### config.mk
export PLATFORM = sky130hd
export DESIGN_NAME = prescaled_capture_timer
export DESIGN_NICKNAME = d
export VERILOG_FILES = /design/src/rtl/pct_pkg.sv /design/src/rtl/pct_prescaler.sv /design/src/rtl/pct_counter.sv /design/src/rtl/pct_channel.sv /design/src/rtl/prescaled_capture_timer.sv
export SDC_FILE = /design/constraint.sdc
export NUM_CORES = 1
export LEC_CHECK = 0
export BUFFER_PORTS_ARGS = -buffer_cell sky130_fd_sc_hd__buf_2
export CORE_MARGIN = 1
export CORE_UTILIZATION = 43
export DETAILED_ROUTE_END_ITERATION = 8
export GPL_ROUTABILITY_DRIVEN = 0
export MAX_ROUTING_LAYER = met4
export REMOVE_ABC_BUFFERS = 1
export SLEW_MARGIN = 30
export SYNTH_ARGS = -nofsm -noshare
export SYNTH_HDL_FRONTEND = slang
export SYNTH_SLANG_ARGS = --single-unit
### constraint.sdc
create_clock -name clk -period 6.7 [get_ports clk]
set_input_delay 0.335 -clock clk [delete_from_list [all_inputs] [get_ports clk]]
set_output_delay 0.335 -clock clk [all_outputs]
set_load 0.005 [all_outputs]
### src/rtl/pct_pkg.sv
package pct_pkg;

    // Divide-code change controller states
    typedef enum logic [0:0] {
        PS_RUN  = 1'b0,
        PS_PEND = 1'b1
    } ps_state_t;

    // Register byte addresses
    localparam int A_CTRL  = 'h00;
    localparam int A_MODE  = 'h01;
    localparam int A_IEN   = 'h02;
    localparam int A_FLAG  = 'h03;
    localparam int A_CNTH  = 'h04;
    localparam int A_CNTL  = 'h05;
    localparam int CH_BASE = 'h10;

    // Control byte field positions
    localparam int FCEN_BIT = 7;

endpackage

### src/rtl/pct_prescaler.sv
module pct_prescaler
    import pct_pkg::*;
#(
    parameter int SEL_W = 3
) (
    input  logic                        clk,
    input  logic                        rst_n,
    input  logic                        sel_wr,
    input  logic [SEL_W-1:0]            sel_new,
    output logic                        tick,
    output logic [SEL_W-1:0]            act_sel,
    output logic [(1<<SEL_W)-2:0]       stage
);

    localparam int STG_W = (1 << SEL_W) - 1;

    ps_state_t          state_q, state_d;
    logic [SEL_W-1:0]   pend_q, pend_d;
    logic [SEL_W-1:0]   act_q, act_d;
    logic [STG_W-1:0]   stage_q;
    logic [STG_W-1:0]   mask;
    logic               aligned;

    assign aligned = &stage_q;

    // State register
    always_ff @(posedge clk or negedge rst_n) begin
        if (!rst_n) begin
            state_q <= PS_RUN;
            pend_q  <= '0;
            act_q   <= '0;
            stage_q <= '0;
        end else begin
            state_q <= state_d;
            pend_q  <= pend_d;
            act_q   <= act_d;
            stage_q <= stage_q + 1'b1;
        end
    end

    // Next state
    always_comb begin
        state_d = state_q;
        pend_d  = pend_q;
        act_d   = act_q;
        unique case (state_q)
            PS_RUN: begin
                if (sel_wr) begin
                    if (aligned) begin
                        act_d = sel_new;
                    end else begin
                        pend_d  = sel_new;
                        state_d = PS_PEND;
                    end
                end
            end
            PS_PEND: begin
                if (sel_wr) begin
                    pend_d = sel_new;
                end
                if (aligned) begin
                    act_d   = sel_wr ? sel_new : pend_q;
                    state_d = PS_RUN;
                end
            end
        endcase
    end

    // Outputs
    always_comb begin
        mask    = (STG_W'(1) << act_q) - 1'b1;
        tick    = &(stage_q | ~mask);
        act_sel = act_q;
        stage   = stage_q;
    end

endmodule

### src/rtl/pct_counter.sv
module pct_counter #(
    parameter int CNT_W = 16
) (
    input  logic             clk,
    input  logic             rst_n,
    input  logic             tick,
    output logic [CNT_W-1:0] cnt,
    output logic             fresh
);

    always_ff @(posedge clk or negedge rst_n) begin
        if (!rst_n) begin
            cnt   <= '0;
            fresh <= 1'b0;
        end else begin
            fresh <= tick;
            if (tick) begin
                cnt <= cnt + 1'b1;
            end
        end
    end

endmodule

### src/rtl/pct_channel.sv
module pct_channel #(
    parameter int CNT_W = 16,
    parameter int DW    = 8
) (
    input  logic             clk,
    input  logic             rst_n,
    input  logic [CNT_W-1:0] cnt,
    input  logic             fresh,
    input  logic             oc_mode,
    input  logic             cap_strobe,
    input  logic             wr_hi,
    input  logic             wr_lo,
    input  logic [DW-1:0]    wdata,
    input  logic             clr_req,
    output logic [CNT_W-1:0] val,
    output logic             flag,
    output logic             cmp_evt,
    output logic             set_evt
);

    localparam int HI_W = CNT_W - DW;

    logic cap_evt;

    assign cap_evt = cap_strobe && !oc_mode;
    assign cmp_evt = fresh && oc_mode && (cnt == val);
    assign set_evt = cap_evt || cmp_evt;

    always_ff @(posedge clk or negedge rst_n) begin
        if (!rst_n) begin
            val <= '0;
        end else if (cap_evt) begin
            val <= cnt;
        end else begin
            if (wr_hi) val[CNT_W-1:DW] <= wdata[HI_W-1:0];
            if (wr_lo) val[DW-1:0]     <= wdata;
        end
    end

    // Set has priority over any clear source
    always_ff @(posedge clk or negedge rst_n) begin
        if (!rst_n) begin
            flag <= 1'b0;
        end else if (set_evt) begin
            flag <= 1'b1;
        end else if (clr_req) begin
            flag <= 1'b0;
        end
    end

endmodule

### src/rtl/prescaled_capture_timer.sv
module prescaled_capture_timer
    import pct_pkg::*;
#(
    parameter int CNT_W = 16,
    parameter int SEL_W = 3,
    parameter int AW    = 6,
    parameter int DW    = 8
) (
    input  logic          clk,
    input  logic          rst_n,
    input  logic [AW-1:0] bus_addr,
    input  logic          bus_wr,
    input  logic          bus_rd,
    input  logic [DW-1:0] bus_wdata,
    output logic [DW-1:0] bus_rdata,
    input  logic [DW-1:0] cap_strobe,
    output logic [DW-1:0] cmp_evt,
    output logic          irq
);

    localparam int NCH   = DW;
    localparam int STG_W = (1 << SEL_W) - 1;
    localparam int PAD_W = DW - 1 - SEL_W;

    // Register file
    logic [SEL_W-1:0] req_sel;
    logic             fcen;
    logic [NCH-1:0]   oc_mode;
    logic [NCH-1:0]   ien;

    // Internal wiring
    logic             tick;
    logic             fresh;
    logic [SEL_W-1:0] act_sel;
    logic [STG_W-1:0] stage;
    logic [CNT_W-1:0] cnt;
    logic [NCH-1:0]   flags;
    logic [NCH-1:0]   set_vec;
    logic [NCH-1:0]   clr_req;
    logic [NCH-1:0]   hit_hi;
    logic [NCH-1:0]   hit_lo;
    logic [CNT_W-1:0] ch_val [NCH];

    logic wr_ctrl, wr_mode, wr_ien, wr_flag;

    assign wr_ctrl = bus_wr && (bus_addr == AW'(A_CTRL));
    assign wr_mode = bus_wr && (bus_addr == AW'(A_MODE));
    assign wr_ien  = bus_wr && (bus_addr == AW'(A_IEN));
    assign wr_flag = bus_wr && (bus_addr == AW'(A_FLAG));

    always_ff @(posedge clk or negedge rst_n) begin
        if (!rst_n) begin
            req_sel <= '0;
            fcen    <= 1'b0;
            oc_mode <= '0;
            ien     <= '0;
        end else begin
            if (wr_ctrl) begin
                req_sel <= bus_wdata[SEL_W-1:0];
                fcen    <= bus_wdata[FCEN_BIT];
            end
            if (wr_mode) oc_mode <= bus_wdata;
            if (wr_ien)  ien     <= bus_wdata;
        end
    end

    pct_prescaler #(
        .SEL_W (SEL_W)
    ) i_prescaler (
        .clk     (clk),
        .rst_n   (rst_n),
        .sel_wr  (wr_ctrl),
        .sel_new (bus_wdata[SEL_W-1:0]),
        .tick    (tick),
        .act_sel (act_sel),
        .stage   (stage)
    );

    pct_counter #(
        .CNT_W (CNT_W)
    ) i_counter (
        .clk   (clk),
        .rst_n (rst_n),
        .tick  (tick),
        .cnt   (cnt),
        .fresh (fresh)
    );

    for (genvar n = 0; n < NCH; n++) begin : g_ch
        assign hit_hi[n] = (bus_addr == AW'(CH_BASE + 2*n));
        assign hit_lo[n] = (bus_addr == AW'(CH_BASE + 2*n + 1));

        assign clr_req[n] = (wr_flag && bus_wdata[n])
                         || (fcen && (hit_hi[n] || hit_lo[n])
                             && ((bus_rd && !oc_mode[n]) || (bus_wr && oc_mode[n])));

        pct_channel #(
            .CNT_W (CNT_W),
            .DW    (DW)
        ) i_channel (
            .clk        (clk),
            .rst_n      (rst_n),
            .cnt        (cnt),
            .fresh      (fresh),
            .oc_mode    (oc_mode[n]),
            .cap_strobe (cap_strobe[n]),
            .wr_hi      (bus_wr && hit_hi[n]),
            .wr_lo      (bus_wr && hit_lo[n]),
            .wdata      (bus_wdata),
            .clr_req    (clr_req[n]),
            .val        (ch_val[n]),
            .flag       (flags[n]),
            .cmp_evt    (cmp_evt[n]),
            .set_evt    (set_vec[n])
        );
    end

    // Read multiplexer
    always_comb begin
        bus_rdata = '0;
        if (bus_rd) begin
            case (bus_addr)
                AW'(A_CTRL): bus_rdata = {fcen, {PAD_W{1'b0}}, req_sel};
                AW'(A_MODE): bus_rdata = oc_mode;
                AW'(A_IEN):  bus_rdata = ien;
                AW'(A_FLAG): bus_rdata = flags;
                AW'(A_CNTH): bus_rdata = DW'(cnt[CNT_W-1:DW]);
                AW'(A_CNTL): bus_rdata = cnt[DW-1:0];
                default: begin
                    for (int n = 0; n < NCH; n++) begin
                        if (hit_hi[n]) bus_rdata = bus_rdata | DW'(ch_val[n][CNT_W-1:DW]);
                        if (hit_lo[n]) bus_rdata = bus_rdata | ch_val[n][DW-1:0];
                    end
                end
            endcase
        end
    end

    assign irq = |(flags & ien);

endmodule

==> results of run 1 <==
final cells by class:
cell class,instances,area [µm²],area share (%)
Clock buffer,18,429,3.32
Clock inverter,14,160,1.24
Multi-Input combinational cell,937,6780,52.5
Tap cell,372,465,3.60
Timing Repair Buffer,63,379,2.94
Sequential cell,187,4680,36.2
Inverter,5,18.8,0.145
routing by layer:
| layer | part of all wire (%) | routed length [µm] | vias up |
|---|---|---|---|
| li1 | - | - | 4356 |
| met1 | 45 | 18100 | 4818 |
| met2 | 43 | 17400 | 484 |
| met3 | 8.6 | 3460 | 86 |
| met4 | 3.6 | 1450 | 0 |
| met5 | 0 | 0 | - |
Yosys cell counts, types with 4 or more instances:
library cell,n
a211oi_1,7
a21oi_1,21
a221oi_1,9
a22o_1,5
a22oi_1,19
a31oi_1,12
and2_1,4
buf_1,10
buf_2,28
buf_4,10
clkbuf_1,67
dfrtp_1,187
inv_1,5
mux2_2,35
mux2i_1,154
mux4_2,9
nand2_1,165
nand2_2,4
nand3_1,24
nand4_1,12
nor2_1,11
nor2_2,12
nor2b_1,18
nor3_1,15
nor3b_1,5
nor4_1,29
o21ai_0,141
o21ai_1,4
o31ai_1,11
or3_1,10
xnor2_1,47
xor2_1,102
where the power goes:
part	internal (mW)	switching [mW]	leakage, nW
sequential	1.32	0.284	2.44
combinational	0.474	0.683	3.06
clock	0.530	0.507	0.276
total	2.33	1.47	5.78
path summary, 6_finish.rpt:
| check | cells after the start | to | start | slack [ns] |
|---|---|---|---|---|
| setup / recovery | 7 | bus_rdata[6] | bus_addr[0] | 2.99 |
| hold / removal | 4 | g_ch[7].i_channel.val[7]$_DFFE_PN0P_ | cap_strobe[7] | 0.39 |
| hold reg to reg | 1 | i_counter.cnt[13]$_DFFE_PN0P_ | i_counter.cnt[13]$_DFFE_PN0P_ | 0.47 |
| min in group asynchronous | 2 | g_ch[7].i_channel.val[7]$_DFFE_PN0P_ | rst_n | 0.49 |
| setup reg to reg | 7 | i_counter.cnt[10]$_DFFE_PN0P_ | i_prescaler.act_sel[1]$_DFFE_PN0P_ | 3.83 |
| max in group asynchronous | 3 | g_ch[2].i_channel.val[4]$_DFFE_PN0P_ | rst_n | 4.96 |
worst max-delay path, delay by kind of cell:
kind	cells	cell delay, ns
AO/OA/AOI/OAI	2	0.53
AND/OR/NAND/NOR	2	1.11
buffers and inverters	3	1.35
stage by stage:
step	std cells	utilization [%]	hold WS [ns]	setup slack (ns)
after floorplan	1129	-	0.0394	4.27
after global placement	1563	45.2	0.418	3.15
after detailed placement	1563	45.3	0.423	3.07
after CTS	1596	47.5	0.379	3.06
after global routing	1596	47.7	0.406	2.88
final	1596	47.7	0.392	2.99
registers in the layout, indices dropped and copies added (netlist names):
| name | count |
|---|---|
| i_prescaler.state_q | 1 |
| i_prescaler.pend_q | 3 |
| i_prescaler.stage | 7 |
| ien | 8 |
| g_ch.i_channel.flag | 8 |
| req_sel | 3 |
| i_counter.cnt | 16 |
| oc_mode | 8 |
| i_counter.fresh | 1 |
| i_prescaler.act_sel | 3 |
| fcen | 1 |
| g_ch.i_channel.val | 128 |
kinds of logic (layout without fill, tap and decap cells):
logic type               after synthesis  in the layout  share of synthesized area, %
multiplexers                         201            201                          18.2
AND/OR/NAND/NOR                      329            329                          13.8
buffers and inverters                122            100                          4.52
XOR/XNOR                             149            149                          10.9
AO/OA/AOI/OAI                        255            255                          12.9
adder cells (fa/ha/maj)                3              3                         0.315
flip-flops                           187            187                          39.3
what timing repair did:
| action | 4_1_cts | 5_1_grt |
|---|---|---|
| resized for setup | 0 | 0 |
| hold endpoints to repair | 77 | 0 |
| hold buffers | 1 | 0 |
==> impl_metrics.toml, run 1 <==
[routing]
antenna_left = 0
routed-via-count = 9744
drt_wl_total_um = 40400
drtIter0Drc = 1189
viasPerCell = 6.11
drc = 0
dr.pass1.iters = 5
wl_per_cell_um = 25.3

[floorplan]
core_area_um2 = 27100
ios = 43
die_y_um = 168
rows = 60
start_util_pct = 44.0
die_x_um = 168
die_area_um2 = 28400

[timing]
max_freq_mhz = 270
rsz0062_at_grt = "false"
final-setup-viol-count = 0
post-route-period-util_pct = 55.3
hold_viol = 0
setup-tns-final_ns = 0
skew_ns = 0.0135
relSlewSlack_pct = 39.9
tightest_slew_ns = 0.902
slew_violations = 0
min_period_ns = 3.71

[clocking]
cts_made_buffers = 17
cts_htree_levels = 4
clock_sinks = 187
worstSkewPairLatency_ns = 0.44
path_clk_slew_ns = 0.08
cts-root-buf = "clkbuf_16"
postCtsSetupBuffers = 0
cts_buffer_depth = 2
cts_tree = "yes"

[outcome]
outcome = "completed"

[logic_synthesis]
synth_area_leader_cell = "dfrtp_1"
synthArstFlopShare_pct = 100
yosysWarnings = 0
ys_ff_latch = 187
synth_area_per_cell_um2 = 9.57
yosysUniqueCellTypes = 67
netlist_area_um2 = 11900
synth_area_leaders = "dfrtp_1, mux2i_1, xor2_1"
synth_cells = 1246
synth_flop_cell = "dfrtp_1"
synth-seq-area-share_pct = 39.3
yosysTopAreaCellShare_pct = 39.3
synth_edf_count = 0

[setup_path]
worstPathRequired_ns = 6.36
path_cells = "buf_2 -> buf_4 -> nor2b_1 -> and2_0 -> a222oi_1 -> a31oi_1 -> buf_2"
crit_path_end_kind = "primary output"
arrival_ns = 3.37
critical_path_class = "input pin to primary output"
critPathMaxStageDelay_ns = 0.72
worstPathMaxFanout = 31
critical-path-slowest-cell = "nor2b_1"
cpMostUsedCell = "buf_2"
cp-start-kind = "input pin"

[finish]
n_antenna_cell = 0
drive_gt1_share_pct = 13.8
fill_cells = 2573
final_area_um2 = 12900
nets = 1240
final_common_cell = "dfrtp_1"
final_cell_mix = "dfrtp_1, nand2_1, mux2i_1"
area_delta_synth_final_pct = 8.33

[pwr]
finalPower_mw = 3.80
power_density_nw_per_um2 = 294
peakVddDrop_mv = 0.202
p_leak_nw = 5.78

[grt]
use_met2_pct = 43.2
grt-busiest-layer = "met2"
grt_use_met1_pct = 41.9
grt_max_degree = 80
grt_usage_pct = 30.0
grt_pass1_wl_um = 61200
antenna_found_initial = 0
grt_pass1_vias = 9516
grt_overflow = 0
grtUsageMet3_pct = 5.49

[placed_design]
place_area_um2 = 12300
post-dp-hpwl_um = 26700
portBuffers = 42

[flow_run]
max-cap-violations = 0

[hold_path]
holdCritPathClass = "input pin to flip-flop"
Power figures use the tool's default switching activity.
==> inputs of run 2 (changes only) <==
==> constraint.sdc (replaced) <==
create_clock -name clk -period 3.5 [get_ports clk]
set_input_delay 0.175 -clock clk [delete_from_list [all_inputs] [get_ports clk]]
set_output_delay 0.175 -clock clk [all_outputs]
set_load 0.005 [all_outputs]
==> impl_metrics.toml, run 2 (synthesis results as in run 1) <==
[outcome]
outcome = "completed"

[floorplan]
rows = 60
core_area_um2 = 27100
die_x_um = 168
start_util_pct = 44.0
die_area_um2 = 28400
die_y_um = 168
ios = 43

[finish]
final_common_cell = "dfrtp_1"
nets = 1258
largest_register = "g_ch.i_channel.val"
final_area_um2 = 13000
largest_reg_flops = 128
final_cell_mix = "dfrtp_1, nand2_1, mux2i_1"
reg_top3 = "g_ch.i_channel.val (128), i_counter.cnt (16)"
area_delta_synth_final_pct = 9.37
n_antenna_cell = 0
drive_gt1_share_pct = 15.1

[hold_path]
min_to = "g_ch[7].i_channel.val[6]$_DFFE_PN0P_"
holdPathStages = 4
min_from = "cap_strobe[7]"
holdCritPathClass = "input pin to flip-flop"

[setup_path]
crit_path_end_kind = "primary output"
worst-r2r-setup-slack_ns = 0.83
cp-start-kind = "flip-flop"
timing.rr.start = "i_prescaler.act_sel[1]$_DFFE_PN0P_"
ff2ff_path_depth = 8
arrival_ns = 3.04
timing.rr.end = "i_counter.cnt[15]$_DFFE_PN0P_"
worstPathMaxFanout = 10
worstPathRequired_ns = 3.32
critical_path_class = "flip-flop to primary output"

[placed_design]
place_area_um2 = 12400
post-dp-hpwl_um = 27600
place_ws_ns = 0.796
portBuffers = 42

[clocking]
path_clk_slew_ns = 0.08
cts_tree = "yes"
cts_htree_levels = 4
worstSkewPairLatency_ns = 0.44
clock_sinks = 187
cts_buffer_depth = 2
cts_made_buffers = 17
cts-root-buf = "clkbuf_16"
cts_resized = 0

[timing]
tightest_slew_ns = 0.857
min_period_ns = 3.22
max_freq_mhz = 311
post-route-period-util_pct = 92.0
layout_setup_ws_ns = 0.281
final-setup-viol-count = 0
hold_viol = 0
relSlewSlack_pct = 42.8
rsz0062_at_grt = "false"
setup-tns-final_ns = 0
slew_violations = 0
hold_ws_ns = 0.237
skew_ns = 0.0114

[routing]
drt_wl_total_um = 40400
dr.pass1.iters = 6
viasPerCell = 6.13
antenna_left = 0
routed-via-count = 9894
drc = 0
drtIter0Drc = 1165
wl_per_cell_um = 25.0

[grt]
grt_overflow = 0
grt_pass1_wl_um = 61500
grt_pass1_vias = 9374
grt_max_degree = 74
grt_usage_pct = 30.1
antenna_found_initial = 0

[pwr]
p_leak_nw = 5.88
peakVddDrop_mv = 0.256
power_density_nw_per_um2 = 569

[flow_run]
max-cap-violations = 0
[run 2: changes by cell type in the layout (fill, tap and decap cells not counted), sizes merged]
| cell | delta |
|---|---|
| buf | +18 |
| clkinvlp | -4 |
| inv | +3 |
| bufinv | +1 |
[run 2: worst max-delay path by stage]
stage,from,endpoint,slack [ns],cells past startpoint
2_1_floorplan,i_prescaler.act_sel[1]$_DFFE_PN0P_,i_counter.cnt[10]$_DFFE_PN0P_,1.07,7
3_3_place_gp,bus_addr[0],g_ch[5].i_channel.val[4]$_DFFE_PN0P_,0.79,7
3_5_place_dp,bus_addr[0],g_ch[5].i_channel.val[0]$_DFFE_PN0P_,0.80,7
4_1_cts,i_counter.cnt[9]$_DFFE_PN0P_,cmp_evt[4],0.39,6
5_1_grt,i_counter.cnt[9]$_DFFE_PN0P_,cmp_evt[4],0.23,6
6_report,i_counter.cnt[9]$_DFFE_PN0P_,cmp_evt[4],0.28,6
[run 2: critical path, stage by stage, from the launching register on]
cell and delay [ns]:
dfrtp_1 0.73, buf_4 0.34, xor2_1 0.10, nor4_1 0.34, nand4_1 0.16, nor3_1 0.68
buf_2 0.24
[run 2: cell type report]
class / count / area [µm²]
Multi-Input combinational cell: 937 / 6760
Clock buffer: 18 / 429
Inverter: 5 / 18.8
Fill cell: 2576 / 14100
Tap cell: 372 / 465
Sequential cell: 187 / 4680
Timing Repair Buffer: 81 / 527
Clock inverter: 14 / 156
[run 2: timing repair]
action	4_1_cts	5_1_grt
hold buffers	1	0
endpoints found under the setup margin	0	0
setup buffers	0	0
hold endpoints to repair	70	0
[run 2: per-layer routing]
metal / global-route usage (%) / routed length [µm]
met4: 10.4 / 1340
met2: 42.9 / 17700
met1: 42.9 / 18200
met3: 5.56 / 3200
met5: - / 0
[run 2: per-stage QoR]
step | std cells | power, mW | util [%]
final | 1614 | 7.42 | 48.1
after global routing | 1614 | 7.76 | 48.1
after CTS | 1614 | 7.38 | 48.1
after detailed placement | 1581 | 5.37 | 45.9
after global placement | 1581 | 5.33 | 45.8
after floorplan | 1129 | 4.35 | -
[run 2: power breakdown]
group          switching [mW]  internal [mW]
registers               0.604           2.53
logic                    1.29          0.975
clock network           0.938           1.07
total                    2.84           4.58
==> inputs of run 3 (changes only) <==
--- a/config.mk
+++ b/config.mk
@@ -5,6 +5,7 @@
 export SDC_FILE = /design/constraint.sdc
 export NUM_CORES = 1
 export LEC_CHECK = 0
+export ABC_AREA = 1
 export BUFFER_PORTS_ARGS = -buffer_cell sky130_fd_sc_hd__buf_2
 export CORE_MARGIN = 1
 export CORE_UTILIZATION = 43
==> impl_metrics.toml, run 3 <==
[pwr]
finalPower_mw = 6.59
power_density_nw_per_um2 = 450
p_sw_mw = 2.48
swShare_pct = 37.6
peakVddDrop_mv = 0.448
clkPwrFrac_pct = 33.8
p_seq_share_pct = 39.3
p_leak_nw = 7.37
internal_power_mw = 4.11
comb_power_share_pct = 26.9

[routing]
dr.pass1.iters = 9
met1Wirelength_um = 22800
viasPerCell = 6.20
drtIter0Drc = 2163
drc = 0
drt_wl_total_um = 60200
highest_layer = "met4"
routed-via-count = 15300
wl_met3_um = 7920
antenna_left = 0
wl_met2_um = 24900
wl_per_cell_um = 24.4

[logic_synthesis]
synth_area_leader_cell = "dfrtp_1"
synth-seq-area-share_pct = 35.0
yosysTopAreaCellShare_pct = 35.0
synth_common_cells = "nand2_1, nor2_1, dfrtp_1"
synth_mux_area_share_pct = 0
synth_cells = 2050
synth_area_leaders = "dfrtp_1, nand2_1, nor2_1"
synth_top_family_by_area = "simple AND/OR/NAND/NOR gates"
yosysUniqueCellTypes = 38
yosys.area_share.simple_pct = 40.1
synth_area_per_cell_um2 = 6.53
synth_flop_cell = "dfrtp_1"
yosysWarnings = 0
synth_edf_count = 0
synth-compound-area-share_pct = 13.6
synth_xor_area_share_pct = 2.75
yosysMostFrequentCell = "nand2_1"
ys_ff_latch = 187
netlist_area_um2 = 13400
synth_fa_ha_area_share_pct = 0.281
synthArstFlopShare_pct = 100

[timing]
relSlewSlack_pct = 25.2
post-route-period-util_pct = 82.8
slew_violations = 0
hold_ws_ns = 0.0157
max_freq_mhz = 345
final-setup-viol-count = 0
hold_viol = 0
skew_ns = 0.0145
tightest_slew_ns = 1.12
min_period_ns = 2.90
setup-tns-final_ns = 0
rsz0062_at_grt = "false"

[finish]
n_antenna_cell = 0
reg_top3 = "g_ch.i_channel.val (128), i_counter.cnt (16)"
drive_gt1_share_pct = 8.31
area_delta_synth_final_pct = 9.43
final_cell_mix = "nand2_1, nor2_1, dfrtp_1"
nets = 2087
largest_reg_flops = 128
final_common_cell = "nand2_1"
largest_register = "g_ch.i_channel.val"

[floorplan]
die_area_um2 = 31800
die_x_um = 178
ios = 43
die_y_um = 178
core_area_um2 = 30600
rows = 64
start_util_pct = 43.7

[grt]
grt_max_degree = 76
grt_usage_pct = 40.0
grt_pass1_vias = 14300
grt_pass1_wl_um = 89300
antenna_found_initial = 0
grt_overflow = 0

[clocking]
clock_sinks = 187
path_clk_slew_ns = 0.08
worstSkewPairLatency_ns = 0.48
postCtsSetupBuffers = 0
cts-root-buf = "clkbuf_16"
cts_htree_levels = 4
cts_made_buffers = 17
cts_tree = "yes"
cts_buffer_depth = 2

[setup_path]
worstPathRequired_ns = 3.32
worst-r2r-setup-slack_ns = 1.32
critical_path_class = "flip-flop to primary output"
cp-start-kind = "flip-flop"
ff2ff_path_depth = 6
timing.rr.start = "i_counter.cnt[10]$_DFFE_PN0P_"
worstPathMaxFanout = 18
arrival_ns = 2.72
crit_path_end_kind = "primary output"
timing.rr.end = "i_counter.cnt[14]$_DFFE_PN0P_"

[placed_design]
portBuffers = 42
post-dp-hpwl_um = 41800

[hold_path]
holdPathStages = 3
min_to = "g_ch[3].i_channel.flag$_DFFE_PN0P_"
holdCritPathClass = "input pin to flip-flop"
min_from = "cap_strobe[3]"

[outcome]
outcome = "completed"

[flow_run]
max-cap-violations = 0
[run 3: worst max path at each step]
stage                                       startpoint                                     to  slack (ns)  cells past startpoint
global route             i_counter.cnt[13]$_DFFE_PN0P_                             cmp_evt[7]        0.55                      8
floorplan           i_prescaler.act_sel[0]$_DFFE_PN0P_          i_counter.cnt[10]$_DFFE_PN0P_        1.52                     11
detailed placement                         bus_addr[5]  g_ch[4].i_channel.val[15]$_DFFE_PN0P_        1.12                     10
CTS                      i_counter.cnt[13]$_DFFE_PN0P_                             cmp_evt[7]        0.65                      8
global placement                           bus_addr[3]                           bus_rdata[1]        1.13                     13
finish                   i_counter.cnt[13]$_DFFE_PN0P_                             cmp_evt[7]        0.60                      8
[run 3: worst max-delay path, cell delays in order (launching register included)]
cell,delay [ns]
dfrtp_1,0.36
buf_4,0.22
inv_1,0.70
or2_2,0.25
nand2_1,0.05
nor3_1,0.18
nand2_1,0.08
nor3_1,0.23
buf_2,0.17
[run 3: timing repair]
item                                    CTS  global route
hold buffers                              3             0
endpoints found under the setup margin    0             0
resized for setup                         0             0
hold endpoints to repair                 74             0
[run 3: final cells by class]
class                      instances  area (µm²)
fill                            3176       15900
sequential                       187        4680
multi-input combinational       1584        7590
clock buffer                      18         439
tap                              396         495
clock inverter                    14         205
inverter                         186         698
timing repair buffer              82         539
[run 3: metal layers]
| metal | global-route usage [%] | vias to the layer above |
|---|---|---|
| met5 | - | - |
| met4 | 25.7 | 0 |
| met3 | 9.87 | 294 |
| met2 | 57.3 | 1089 |
| met1 | 50.0 | 7154 |
| li1 | - | 6761 |
[run 3: cells by family (layout without fill, tap and decap cells)]
kind of cell | after synthesis | count (layout)
xor+xnor | 42 | 42
fa+ha+maj | 3 | 3
flops | 187 | 187
compound gates | 286 | 286
buf+inv | 279 | 300
simple gates | 1253 | 1253
[run 3: through the flow]
| stage | utilization (%) | setup WS, ns | std cells | cell area (µm²) |
|---|---|---|---|---|
| floorplan | - | 1.52 | 1957 | 13000 |
| global placement | 45.7 | 1.13 | 2432 | 14000 |
| detailed placement | 45.7 | 1.12 | 2432 | 14000 |
| CTS | 47.9 | 0.652 | 2467 | 14600 |
| global route | 47.9 | 0.551 | 2467 | 14600 |
| finish | 47.9 | 0.602 | 2467 | 14600 |
[run 3: power by group through the flow]
stage | clock, mW | combinational [mW] | sequential (mW)
after floorplan | 0 | 1.02 | 2.57
after global placement | 0 | 1.69 | 2.62
after detailed placement | 0 | 1.70 | 2.62
after CTS | 2.22 | 1.71 | 2.58
after global routing | 2.30 | 1.92 | 2.60
final | 2.22 | 1.77 | 2.59
